--- config.mk ---
export PLATFORM = sky130hd
export DESIGN_NAME = seg_window_decoder
export DESIGN_NICKNAME = d
export VERILOG_FILES = /design/src/rtl/seg_pkg.sv /design/src/rtl/seg_write_check.sv /design/src/rtl/seg_reg_bank.sv /design/src/rtl/seg_lookup.sv /design/src/rtl/seg_window_decoder.sv
export SDC_FILE = /design/constraint.sdc
export NUM_CORES = 1
export LEC_CHECK = 0
export CAP_MARGIN = 20
export CORE_AREA = 2 2 156 158
export CTS_CLUSTER_DIAMETER = 60
export DETAILED_ROUTE_END_ITERATION = 7
export DIE_AREA = 0 0 158 160
export DONT_BUFFER_PORTS = 1
export GPL_ROUTABILITY_DRIVEN = 0
export PLACE_DENSITY = 0.46
export REMOVE_ABC_BUFFERS = 1
export SLEW_MARGIN = 20
export SYNTH_ARGS = -nofsm -noshare
export SYNTH_HDL_FRONTEND = slang
export SYNTH_SLANG_ARGS = --single-unit
--- constraint.sdc ---
create_clock -name clk -period 15.55 [get_ports clk]
set_clock_uncertainty 0.05 [all_clocks]
set_input_delay 0.7775 -clock clk [delete_from_list [all_inputs] [get_ports clk]]
set_output_delay 0.7775 -clock clk [all_outputs]
set_load 0.01 [all_outputs]
--- src/rtl/seg_pkg.sv ---
package seg_pkg;
    localparam int UNIT_W     = 8;
    localparam int UNIT_SHIFT = 23;
    localparam int DATA_W     = 32;

    typedef logic [UNIT_W-1:0] unit_t;

    typedef struct packed {
        unit_t       end_u;
        unit_t       start_u;
        logic [15:0] zero;
    } seg_t;

    typedef struct packed {
        logic overlap;
        logic misalign;
        logic range;
    } flags_t;

    function automatic unit_t dflt_start(int idx, int base, int cs0u, int csnu);
        if (idx == 0) return unit_t'(base);
        return unit_t'(base + cs0u + csnu * (idx - 1));
    endfunction

    function automatic seg_t dflt_seg(int idx, int base, int cs0u, int csnu);
        seg_t s;
        s.start_u = dflt_start(idx, base, cs0u, csnu);
        s.end_u   = (idx == 0) ? unit_t'(base + cs0u)
                               : unit_t'(base + cs0u + csnu * idx);
        s.zero    = '0;
        return s;
    endfunction

    function automatic unit_t seg_size(seg_t s);
        return s.end_u - s.start_u;
    endfunction
endpackage

--- src/rtl/seg_write_check.sv ---
module seg_write_check
    import seg_pkg::*;
#(
    parameter int NUM_CS      = 3,
    parameter int IDX_W       = 2,
    parameter int BASE_UNIT   = 64,
    parameter int APT_UNITS   = 32,
    parameter int CS0_UNITS   = 8,
    parameter int CSN_UNITS   = 4,
    parameter bit LAST_END_RO = 1'b1
) (
    input  logic                    wr_en,
    input  logic [IDX_W-1:0]        wr_idx,
    input  logic [DATA_W-1:0]       wr_data,
    input  seg_t [NUM_CS-1:0]       segs,
    output logic                    accept,
    output seg_t                    commit,
    output flags_t                  flag_set
);
    localparam int    LAST     = NUM_CS - 1;
    localparam int    APT_END  = BASE_UNIT + APT_UNITS;
    localparam seg_t  LAST_DEF = dflt_seg(LAST, BASE_UNIT, CS0_UNITS, CSN_UNITS);

    logic  idx_ok, changed, out_range, misalign, overlap;
    seg_t  req, cur;
    unit_t size;

    always_comb begin
        idx_ok = int'(wr_idx) < NUM_CS;
        cur    = idx_ok ? segs[wr_idx] : '0;
        req    = seg_t'(wr_data);
        commit = req;
        commit.zero = '0;
        if (wr_idx == '0)
            commit.start_u = unit_t'(BASE_UNIT);
        if (LAST_END_RO && int'(wr_idx) == LAST)
            commit.end_u = LAST_DEF.end_u;
        changed   = wr_data != DATA_W'(cur);
        out_range = (int'(commit.end_u) <= BASE_UNIT) ||
                    (int'(commit.start_u) > APT_END);
        size      = seg_size(commit);
        misalign  = (size != '0) && ((commit.start_u % size) != '0);
        overlap   = 1'b0;
        for (int j = 0; j < NUM_CS; j++) begin
            if (j != int'(wr_idx) &&
                commit.end_u > segs[j].start_u &&
                commit.start_u < segs[j].end_u)
                overlap = 1'b1;
        end
        accept            = wr_en && idx_ok && changed && !out_range;
        flag_set.range    = wr_en && idx_ok && changed && out_range;
        flag_set.misalign = accept && misalign;
        flag_set.overlap  = accept && overlap;
    end
endmodule

--- src/rtl/seg_reg_bank.sv ---
module seg_reg_bank
    import seg_pkg::*;
#(
    parameter int NUM_CS      = 3,
    parameter int IDX_W       = 2,
    parameter int BASE_UNIT   = 64,
    parameter int CS0_UNITS   = 8,
    parameter int CSN_UNITS   = 4,
    parameter bit LAST_END_RO = 1'b1
) (
    input  logic              clk,
    input  logic              rst,
    input  logic              accept,
    input  logic [IDX_W-1:0]  wr_idx,
    input  seg_t              commit,
    input  flags_t            flag_set,
    input  logic [2:0]        flag_clr,
    input  logic [IDX_W-1:0]  rd_idx,
    output logic [DATA_W-1:0] rd_data,
    output seg_t [NUM_CS-1:0] segs_q,
    output logic [2:0]        flags_q
);
    localparam int   LAST     = NUM_CS - 1;
    localparam seg_t LAST_DEF = dflt_seg(LAST, BASE_UNIT, CS0_UNITS, CSN_UNITS);

    for (genvar i = 0; i < NUM_CS; i++) begin : g_reg
        always_ff @(posedge clk) begin
            if (rst)
                segs_q[i] <= dflt_seg(i, BASE_UNIT, CS0_UNITS, CSN_UNITS);
            else if (accept && int'(wr_idx) == i)
                segs_q[i] <= commit;
        end
        AST_LOW_ZERO: assert property (@(posedge clk) disable iff (rst)
            segs_q[i].zero == '0);
    end

    always_ff @(posedge clk) begin
        if (rst) flags_q <= '0;
        else     flags_q <= (flags_q & ~flag_clr) | 3'(flag_set);
    end

    always_comb
        rd_data = (int'(rd_idx) < NUM_CS) ? DATA_W'(segs_q[rd_idx]) : '0;

    AST_CS0_START: assert property (@(posedge clk) disable iff (rst)
        segs_q[0].start_u == unit_t'(BASE_UNIT));
    AST_REJECT_HOLD: assert property (@(posedge clk) disable iff (rst)
        !accept |=> $stable(segs_q));

    if (LAST_END_RO) begin : g_last_ro
        AST_LAST_END: assert property (@(posedge clk) disable iff (rst)
            segs_q[LAST].end_u == LAST_DEF.end_u);
    end
endmodule

--- src/rtl/seg_lookup.sv ---
module seg_lookup
    import seg_pkg::*;
#(
    parameter int NUM_CS = 3,
    parameter int IDX_W  = 2
) (
    input  seg_t [NUM_CS-1:0]  segs,
    input  logic [DATA_W-1:0]  lk_addr,
    output logic               lk_hit,
    output logic [IDX_W-1:0]   lk_cs,
    output logic [DATA_W-1:0]  lk_offset
);
    logic [DATA_W-UNIT_SHIFT-1:0] addr_u;

    always_comb begin
        addr_u    = lk_addr[DATA_W-1:UNIT_SHIFT];
        lk_hit    = 1'b0;
        lk_cs     = '0;
        lk_offset = '0;
        for (int i = NUM_CS - 1; i >= 0; i--) begin
            if (addr_u >= {1'b0, segs[i].start_u} && addr_u < {1'b0, segs[i].end_u}) begin
                lk_hit    = 1'b1;
                lk_cs     = IDX_W'(i);
                lk_offset = lk_addr - {1'b0, segs[i].start_u, {UNIT_SHIFT{1'b0}}};
            end
        end
    end
endmodule

--- src/rtl/seg_window_decoder.sv ---
module seg_window_decoder
    import seg_pkg::*;
#(
    parameter int NUM_CS      = 3,
    parameter int BASE_UNIT   = 64,
    parameter int APT_UNITS   = 32,
    parameter int CS0_UNITS   = 8,
    parameter int CSN_UNITS   = 4,
    parameter bit LAST_END_RO = 1'b1,
    localparam int IDX_W      = (NUM_CS > 1) ? $clog2(NUM_CS) : 1
) (
    input  logic              clk,
    input  logic              rst,
    input  logic              wr_en,
    input  logic [IDX_W-1:0]  wr_idx,
    input  logic [31:0]       wr_data,
    input  logic [IDX_W-1:0]  rd_idx,
    output logic [31:0]       rd_data,
    input  logic [2:0]        flag_clr,
    output logic [2:0]        err_flags,
    input  logic [31:0]       lk_addr,
    output logic              lk_hit,
    output logic [IDX_W-1:0]  lk_cs,
    output logic [31:0]       lk_offset
);
    seg_t [NUM_CS-1:0] segs;
    seg_t              commit;
    flags_t            flag_set;
    logic              accept;

    seg_write_check #(
        .NUM_CS(NUM_CS), .IDX_W(IDX_W), .BASE_UNIT(BASE_UNIT), .APT_UNITS(APT_UNITS),
        .CS0_UNITS(CS0_UNITS), .CSN_UNITS(CSN_UNITS), .LAST_END_RO(LAST_END_RO)
    ) i_check (
        .wr_en(wr_en), .wr_idx(wr_idx), .wr_data(wr_data), .segs(segs),
        .accept(accept), .commit(commit), .flag_set(flag_set)
    );

    seg_reg_bank #(
        .NUM_CS(NUM_CS), .IDX_W(IDX_W), .BASE_UNIT(BASE_UNIT),
        .CS0_UNITS(CS0_UNITS), .CSN_UNITS(CSN_UNITS), .LAST_END_RO(LAST_END_RO)
    ) i_bank (
        .clk(clk), .rst(rst), .accept(accept), .wr_idx(wr_idx), .commit(commit),
        .flag_set(flag_set), .flag_clr(flag_clr), .rd_idx(rd_idx), .rd_data(rd_data),
        .segs_q(segs), .flags_q(err_flags)
    );

    seg_lookup #(.NUM_CS(NUM_CS), .IDX_W(IDX_W)) i_lookup (
        .segs(segs), .lk_addr(lk_addr), .lk_hit(lk_hit), .lk_cs(lk_cs), .lk_offset(lk_offset)
    );

    AST_FLAG_CAUSE: assert property (@(posedge clk) disable iff (rst)
        ((err_flags & ~$past(err_flags)) != '0) |-> $past(wr_en));
    AST_MISS_ZERO: assert property (@(posedge clk) disable iff (rst)
        !lk_hit |-> (lk_offset == '0 && lk_cs == '0));
    AST_HIT_INSIDE: assert property (@(posedge clk) disable iff (rst)
        lk_hit |-> ((lk_offset >> UNIT_SHIFT) < 32'(seg_size(segs[lk_cs]))));
endmodule

==> results of run 1 <==
## layout make-up
cell class | instances | area (um2)
fill | 2591 | 15300
multi-input combinational | 895 | 6510
sequential | 51 | 1020
tap | 324 | 405
inverter | 99 | 372
clock buffer | 5 | 125
timing repair buffer | 10 | 75.1
clock inverter | 3 | 46.3
## report_power, final
group / total (mW) / internal, mW / leakage, nW / switching (mW)
clock network: 0.136 / 0.0768 / 0.0804 / 0.0589
registers: 0.136 / 0.133 / 0.413 / 0.00289
logic: 0.451 / 0.185 / 3.31 / 0.266
total: 0.722 / 0.394 / 3.81 / 0.328
## state kept, by name, indices dropped and copies added, names as in the netlist
signal and flops:
i_bank.segs_q 48, i_bank.flags_q 3
## placed cells by master (no fill, tap or decap), types with 12 or more instances in the layout
cell      netlist  layout
a31oi_1        16      16
nor4_1         14      14
o22ai_1        12      12
nor2_1         84      81
o21ai_0        74      73
nand3_1        14      14
ha_1          121     121
nand2b_1       17      17
nand4_1        17      17
nor2b_1        41      41
dfxtp_1        51      51
xnor2_1        33      33
a21boi_0       18      18
and2_1         24      24
nor3_1         20      18
a21o_1         19      19
xor2_1         12      12
a21oi_1        48      48
nand2_1        71      71
o21a_1         24      24
a211o_1        12      12
mux2i_1        51      51
conb_1          1      16
inv_1          96      96
## routing by layer
metal	vias to the layer above	track usage [%]
met5	-	0
met4	0	5.00
met3	36	2.74
met2	217	36.8
met1	3700	33.5
li1	3839	-
## Yosys cell counts, types with 4 or more instances
cell | count | area share (%)
o21bai_1 | 5 | 0.46
and2_1 | 24 | 1.8
o221a_2 | 5 | 0.69
nor4_1 | 14 | 1.1
maj3_1 | 4 | 0.49
nand4_1 | 17 | 1.3
nor2_1 | 84 | 3.9
a211oi_1 | 6 | 0.55
nand3_1 | 14 | 0.86
a2bb2oi_1 | 6 | 0.65
o21ai_0 | 74 | 4.6
buf_2 | 13 | 0.80
buf_4 | 19 | 1.8
xnor2_1 | 33 | 3.6
nor2b_1 | 41 | 3.2
nor3_1 | 20 | 1.2
a21boi_0 | 18 | 1.7
a31oi_1 | 16 | 1.2
fa_1 | 5 | 1.2
o21a_1 | 24 | 2.2
o31ai_1 | 7 | 0.65
dfxtp_1 | 51 | 13
o31a_1 | 6 | 0.65
mux2i_1 | 51 | 6.3
a22oi_1 | 8 | 0.74
or3_1 | 9 | 0.69
o211ai_1 | 5 | 0.46
xor2_1 | 12 | 1.3
ha_1 | 121 | 19
nand2_1 | 71 | 3.3
nor3b_1 | 4 | 0.37
inv_1 | 96 | 4.4
o22ai_1 | 12 | 0.92
nand2b_1 | 17 | 1.3
a21oi_1 | 48 | 3.0
clkbuf_1 | 18 | 0.83
and3_1 | 11 | 0.85
a21o_1 | 19 | 1.8
a211o_1 | 12 | 1.3
or2_2 | 4 | 0.31
## logic make-up (layout without fill, tap and decap cells)
group                      after synthesis  after routing  share of synthesized area [%]
and+or+nand+nor                        343            343                           21.7
AOI/OAI and AO/OA                      308            308                           25.5
buffers and inverters                  153            117                           8.42
adders and majority gates              130            130                           20.4
muxes                                   53             53                           6.56
DFF                                     51             51                           12.6
xor gates and xnor gates                45             45                           4.85
other                                    1             16                         0.0462
## timing repair
item                                    CTS  global route
endpoints found under the setup margin    0             1
buffers inserted                          0             2
gates resized for setup                   0             7
endpoints found under the hold margin     0             0
## stage by stage
| stage | instance area, um2 | setup slack, ns | utilization (%) | instances | hold slack [ns] |
|---|---|---|---|---|---|
| 6_report | 8560 | 1.21 | 35.9 | 1387 | 0.447 |
| 4_1_cts | 8510 | 0.772 | 35.7 | 1385 | 0.446 |
| 2_1_floorplan | 7870 | 1.88 | - | 1045 | 0.396 |
| 5_1_grt | 8560 | -0.00768 | 35.9 | 1387 | 0.464 |
| 3_3_place_gp | 8340 | 0.833 | 35.0 | 1377 | 0.420 |
| 3_5_place_dp | 8340 | 0.458 | 35.0 | 1377 | 0.427 |
## path summary, 6_finish.rpt
kind / startpoint / endpoint / slack [ns] / depth (start not counted)
min reg2reg: i_bank.segs_q[90] / i_bank.segs_q[90] / 0.45 / 1
max: wr_idx[1] / i_bank.flags_q[1] / 1.21 / 70
max reg2reg: i_bank.segs_q[48] / i_bank.segs_q[51] / 12.21 / 10
min: i_bank.segs_q[90] / i_bank.segs_q[90] / 0.45 / 1
==> results_dict.tcl, run 1 <==
set metrics [dict create \
    grt_overflow 0 \
    cts_buffer_depth 2 \
    numCtsBuffers 5 \
    critPathKind "in2reg" \
    critPathMaxFanout 29 \
    p_leak_nw 3.81 \
    ys_types 75 \
    via_count 7792 \
    slew_viol_final 0 \
    vias_per_cell 5.62 \
    path_delay_family "compound AO/OA/AOI/OAI gates" \
    finalCritPeriodShare_pct 92.2 \
    dr.pass1.iters 5 \
    crit_top_cell "o21a_1" \
    cts_tree "yes" \
    grt_max_degree 41 \
    io_buffers 0 \
    num_antenna_cells 0 \
    finalSetupTns_ns 0 \
    die_h_um 160 \
    row_count 57 \
    crit_required_ns 15.68 \
    m1WireLength_um 14500 \
    wl_met3_um 1210 \
    finalPower_uw 722 \
    critPathArrivalTime_ns 14.47 \
    outcome "finished, final reports clean" \
    hpwl_um 23400 \
    core_area_um2 23800 \
    synthCells 1084 \
    synth_edf_count 0 \
    area_delta_synth_final_pct 5.31 \
    avgRoutedWirePerCell_um 21.3 \
    finalSetupViolations 0 \
    cts_sinks 51 \
    met2_length_um 13300 \
    die_w_um 158 \
    ys.flop_type "dfxtp_1" \
    min_period_ns 14.34 \
    drt_iter0_drc 466 \
    worstMarginPinSlew_ns 1.12 \
    powerDensity_nw_per_um2 84.4 \
    ys_seq_elements 51 \
    antenna_found_initial 0 \
    drive_gt1_share_pct 4.89 \
    hold_viol 0 \
    slew_headroom_pct 25.3 \
    highest_layer "met4" \
    grt_pass1_wl_um 45100 \
    vdd_drop_max_mv 0.0402 \
    max_cap_violations 0 \
    cpPeakStageDelay_ns 0.39 \
    first_global_vias 7584 \
    yosysSeqAreaShare_pct 12.6 \
    fmax_ghz 0.0697 \
    critPathBufInv 5 \
    die_area_um2 25300 \
    hold_buffers 0 \
    end_kind "register" \
    worstSkewPairLatency_ns 0.31 \
    clock-root-buffer "clkbuf_16" \
    drc 0 \
    avgSynthCellArea_um2 7.50 \
    netlist_area_um2 8130 \
    wl_um 29600 \
    yosys_warnings 0 \
    htree_num_levels 2 \
    initial_core_util_pct 34.1 \
    antenna_left 0 \
    cp_slowest_cell "fa_1" \
    track_usage_pct 23.2 \
    cts.clk_slew.worst_paths_ns 0.08 \
    layout.nets 1262 \
    async_reset_ff_share_pct 0 \
    top_level_ports 144 \
    hold_path.class "reg2reg" \
    startpoint_type "input pin" \
]
No activity file was read; power rests on OpenSTA's default activity.
==> run 2: changes to the inputs <==
Settings changed: CORE_AREA 2 2 156 158 to 2 2 125 127, DIE_AREA 0 0 158 160 to 0 0 127 129, PLACE_DENSITY 0.46 to 0.67.
==> run 2 against run 1 <==
Compared with the run above: sequential cell count is the same; global-route usage is 7.7 points higher; design area down 2.4%; highest routed layer unchanged; register-to-register slack better by 0.06 ns; largest cell class unchanged; critical path type unchanged; cell count fell by 10%; worst hold slack worse by 0.0030 ns.
==> results_dict.tcl, run 2 (synthesis gave the netlist of run 1 again) <==
set metrics [dict create \
    cts_tree "yes" \
    die_w_um 127 \
    critPathArrivalTime_ns 14.51 \
    finalSetupViolations 0 \
    hpwl_um 20500 \
    post-cts-setup-buffers 0 \
    track_usage_pct 30.9 \
    finalSetupTns_ns 0 \
    max_cap_violations 0 \
    rsz0062_at_grt "false" \
    grt_pass1_wl_um 39800 \
    largest_register_ffs 48 \
    hold_path.class "reg2reg" \
    slew_viol_final 0 \
    drt_iter0_drc 673 \
    slew_headroom_pct 34.9 \
    crit_top_cell "o21a_1" \
    startpoint_type "input pin" \
    cpPeakStageDelay_ns 0.38 \
    num_antenna_cells 0 \
    worstMarginPinSlew_ns 0.974 \
    cts_buffer_depth 2 \
    grt_overflow 0 \
    placed_cell_area_um2 8160 \
    die_area_um2 16400 \
    outcome "finished, final reports clean" \
    cts_resized 0 \
    dr.pass1.iters 5 \
    most-common-layout-cells "ha_1, inv_1, nor2_1" \
    grt_max_degree 41 \
    crit_required_ns 15.70 \
    cts.clk_slew.worst_paths_ns 0.09 \
    fin_area_um2 8350 \
    r2r_slack_ns 12.27 \
    hold_buffers 0 \
    row_count 45 \
    end_kind "register" \
    htree_num_levels 2 \
    n_fill_cell 1426 \
    top_register "i_bank.segs_q" \
    antenna_found_initial 0 \
    antenna_left 0 \
    reg_top3 "i_bank.segs_q (48), i_bank.flags_q (3)" \
    cp_slowest_cell "fa_1" \
    wl_um 26000 \
    top_level_ports 144 \
    vdd_drop_max_mv 0.0679 \
    min_period_ns 14.36 \
    seq_area_um2 1020 \
    critPathKind "in2reg" \
    p_leak_nw 3.79 \
    worstSkewPairLatency_ns 0.32 \
    io_buffers 0 \
    critPathMaxFanout 29 \
    vias_per_cell 6.47 \
    die_h_um 129 \
    hold_viol 0 \
    finalCritPeriodShare_pct 92.3 \
    layout.nets 1259 \
    via_count 8074 \
    fmax_ghz 0.0696 \
    powerDensity_nw_per_um2 83.8 \
    multi_input_comb_area_um2 6520 \
    first_global_vias 7365 \
    cts_sinks 51 \
    drc 0 \
    numCtsBuffers 5 \
    avgRoutedWirePerCell_um 20.8 \
    drive_gt1_share_pct 4.81 \
    area_delta_synth_final_pct 2.82 \
    clock-root-buffer "clkbuf_16" \
    initial_core_util_pct 54.3 \
    final_common_cell "ha_1" \
    core_area_um2 15000 \
]
[run 2: worst max-delay path: cells and delay by family]
family / cells / cell delay (ns)
fa+ha+maj: 9 / 2.72
compound gates: 38 / 6.88
buf+inv: 6 / 0.85
xor+xnor: 1 / 0.18
simple gates: 17 / 3.06
[run 2: stage by stage]
stage	setup slack [ns]	utilization [%]	total power, mW	cells	hold slack, ns
floorplan	1.88	-	0.475	1045	0.396
global placement	0.901	54.5	0.565	1240	0.419
detailed placement	0.277	54.5	0.564	1240	0.429
CTS	0.561	55.5	0.688	1248	0.445
global route	0.0536	55.8	0.755	1248	0.460
finish	1.19	55.8	0.700	1248	0.444
[run 2: layout make-up]
cell class | instances | area share [%]
Multi-Input combinational cell | 895 | 78.0
Sequential cell | 51 | 12.2
Tap cell | 188 | 2.82
Clock buffer | 6 | 1.66
Inverter | 99 | 4.45
Clock inverter | 2 | 0.195
Timing Repair Buffer | 7 | 0.629
[run 2: metal layers]
layer  global-route usage (%)  routed length, um  vias up
met4                     10.3                895        0
met5                        0                  0        -
met3                     6.24               2180       82
met1                     41.9              11600     3736
li1                         -                  -     3860
met2                     49.4              11400      396
[run 2: worst paths after layout]
check,startpoint,to,cells past startpoint
setup / recovery,wr_idx[1],i_bank.flags_q[1],71
hold / removal,i_bank.segs_q[93],i_bank.segs_q[93],1
hold reg to reg,i_bank.segs_q[93],i_bank.segs_q[93],1
setup reg to reg,i_bank.segs_q[21],i_bank.segs_q[51],11
[run 2: where the power goes]
part | switching [mW] | internal [mW]
Sequential | 0.00291 | 0.133
Combinational | 0.258 | 0.182
Clock | 0.0598 | 0.0647
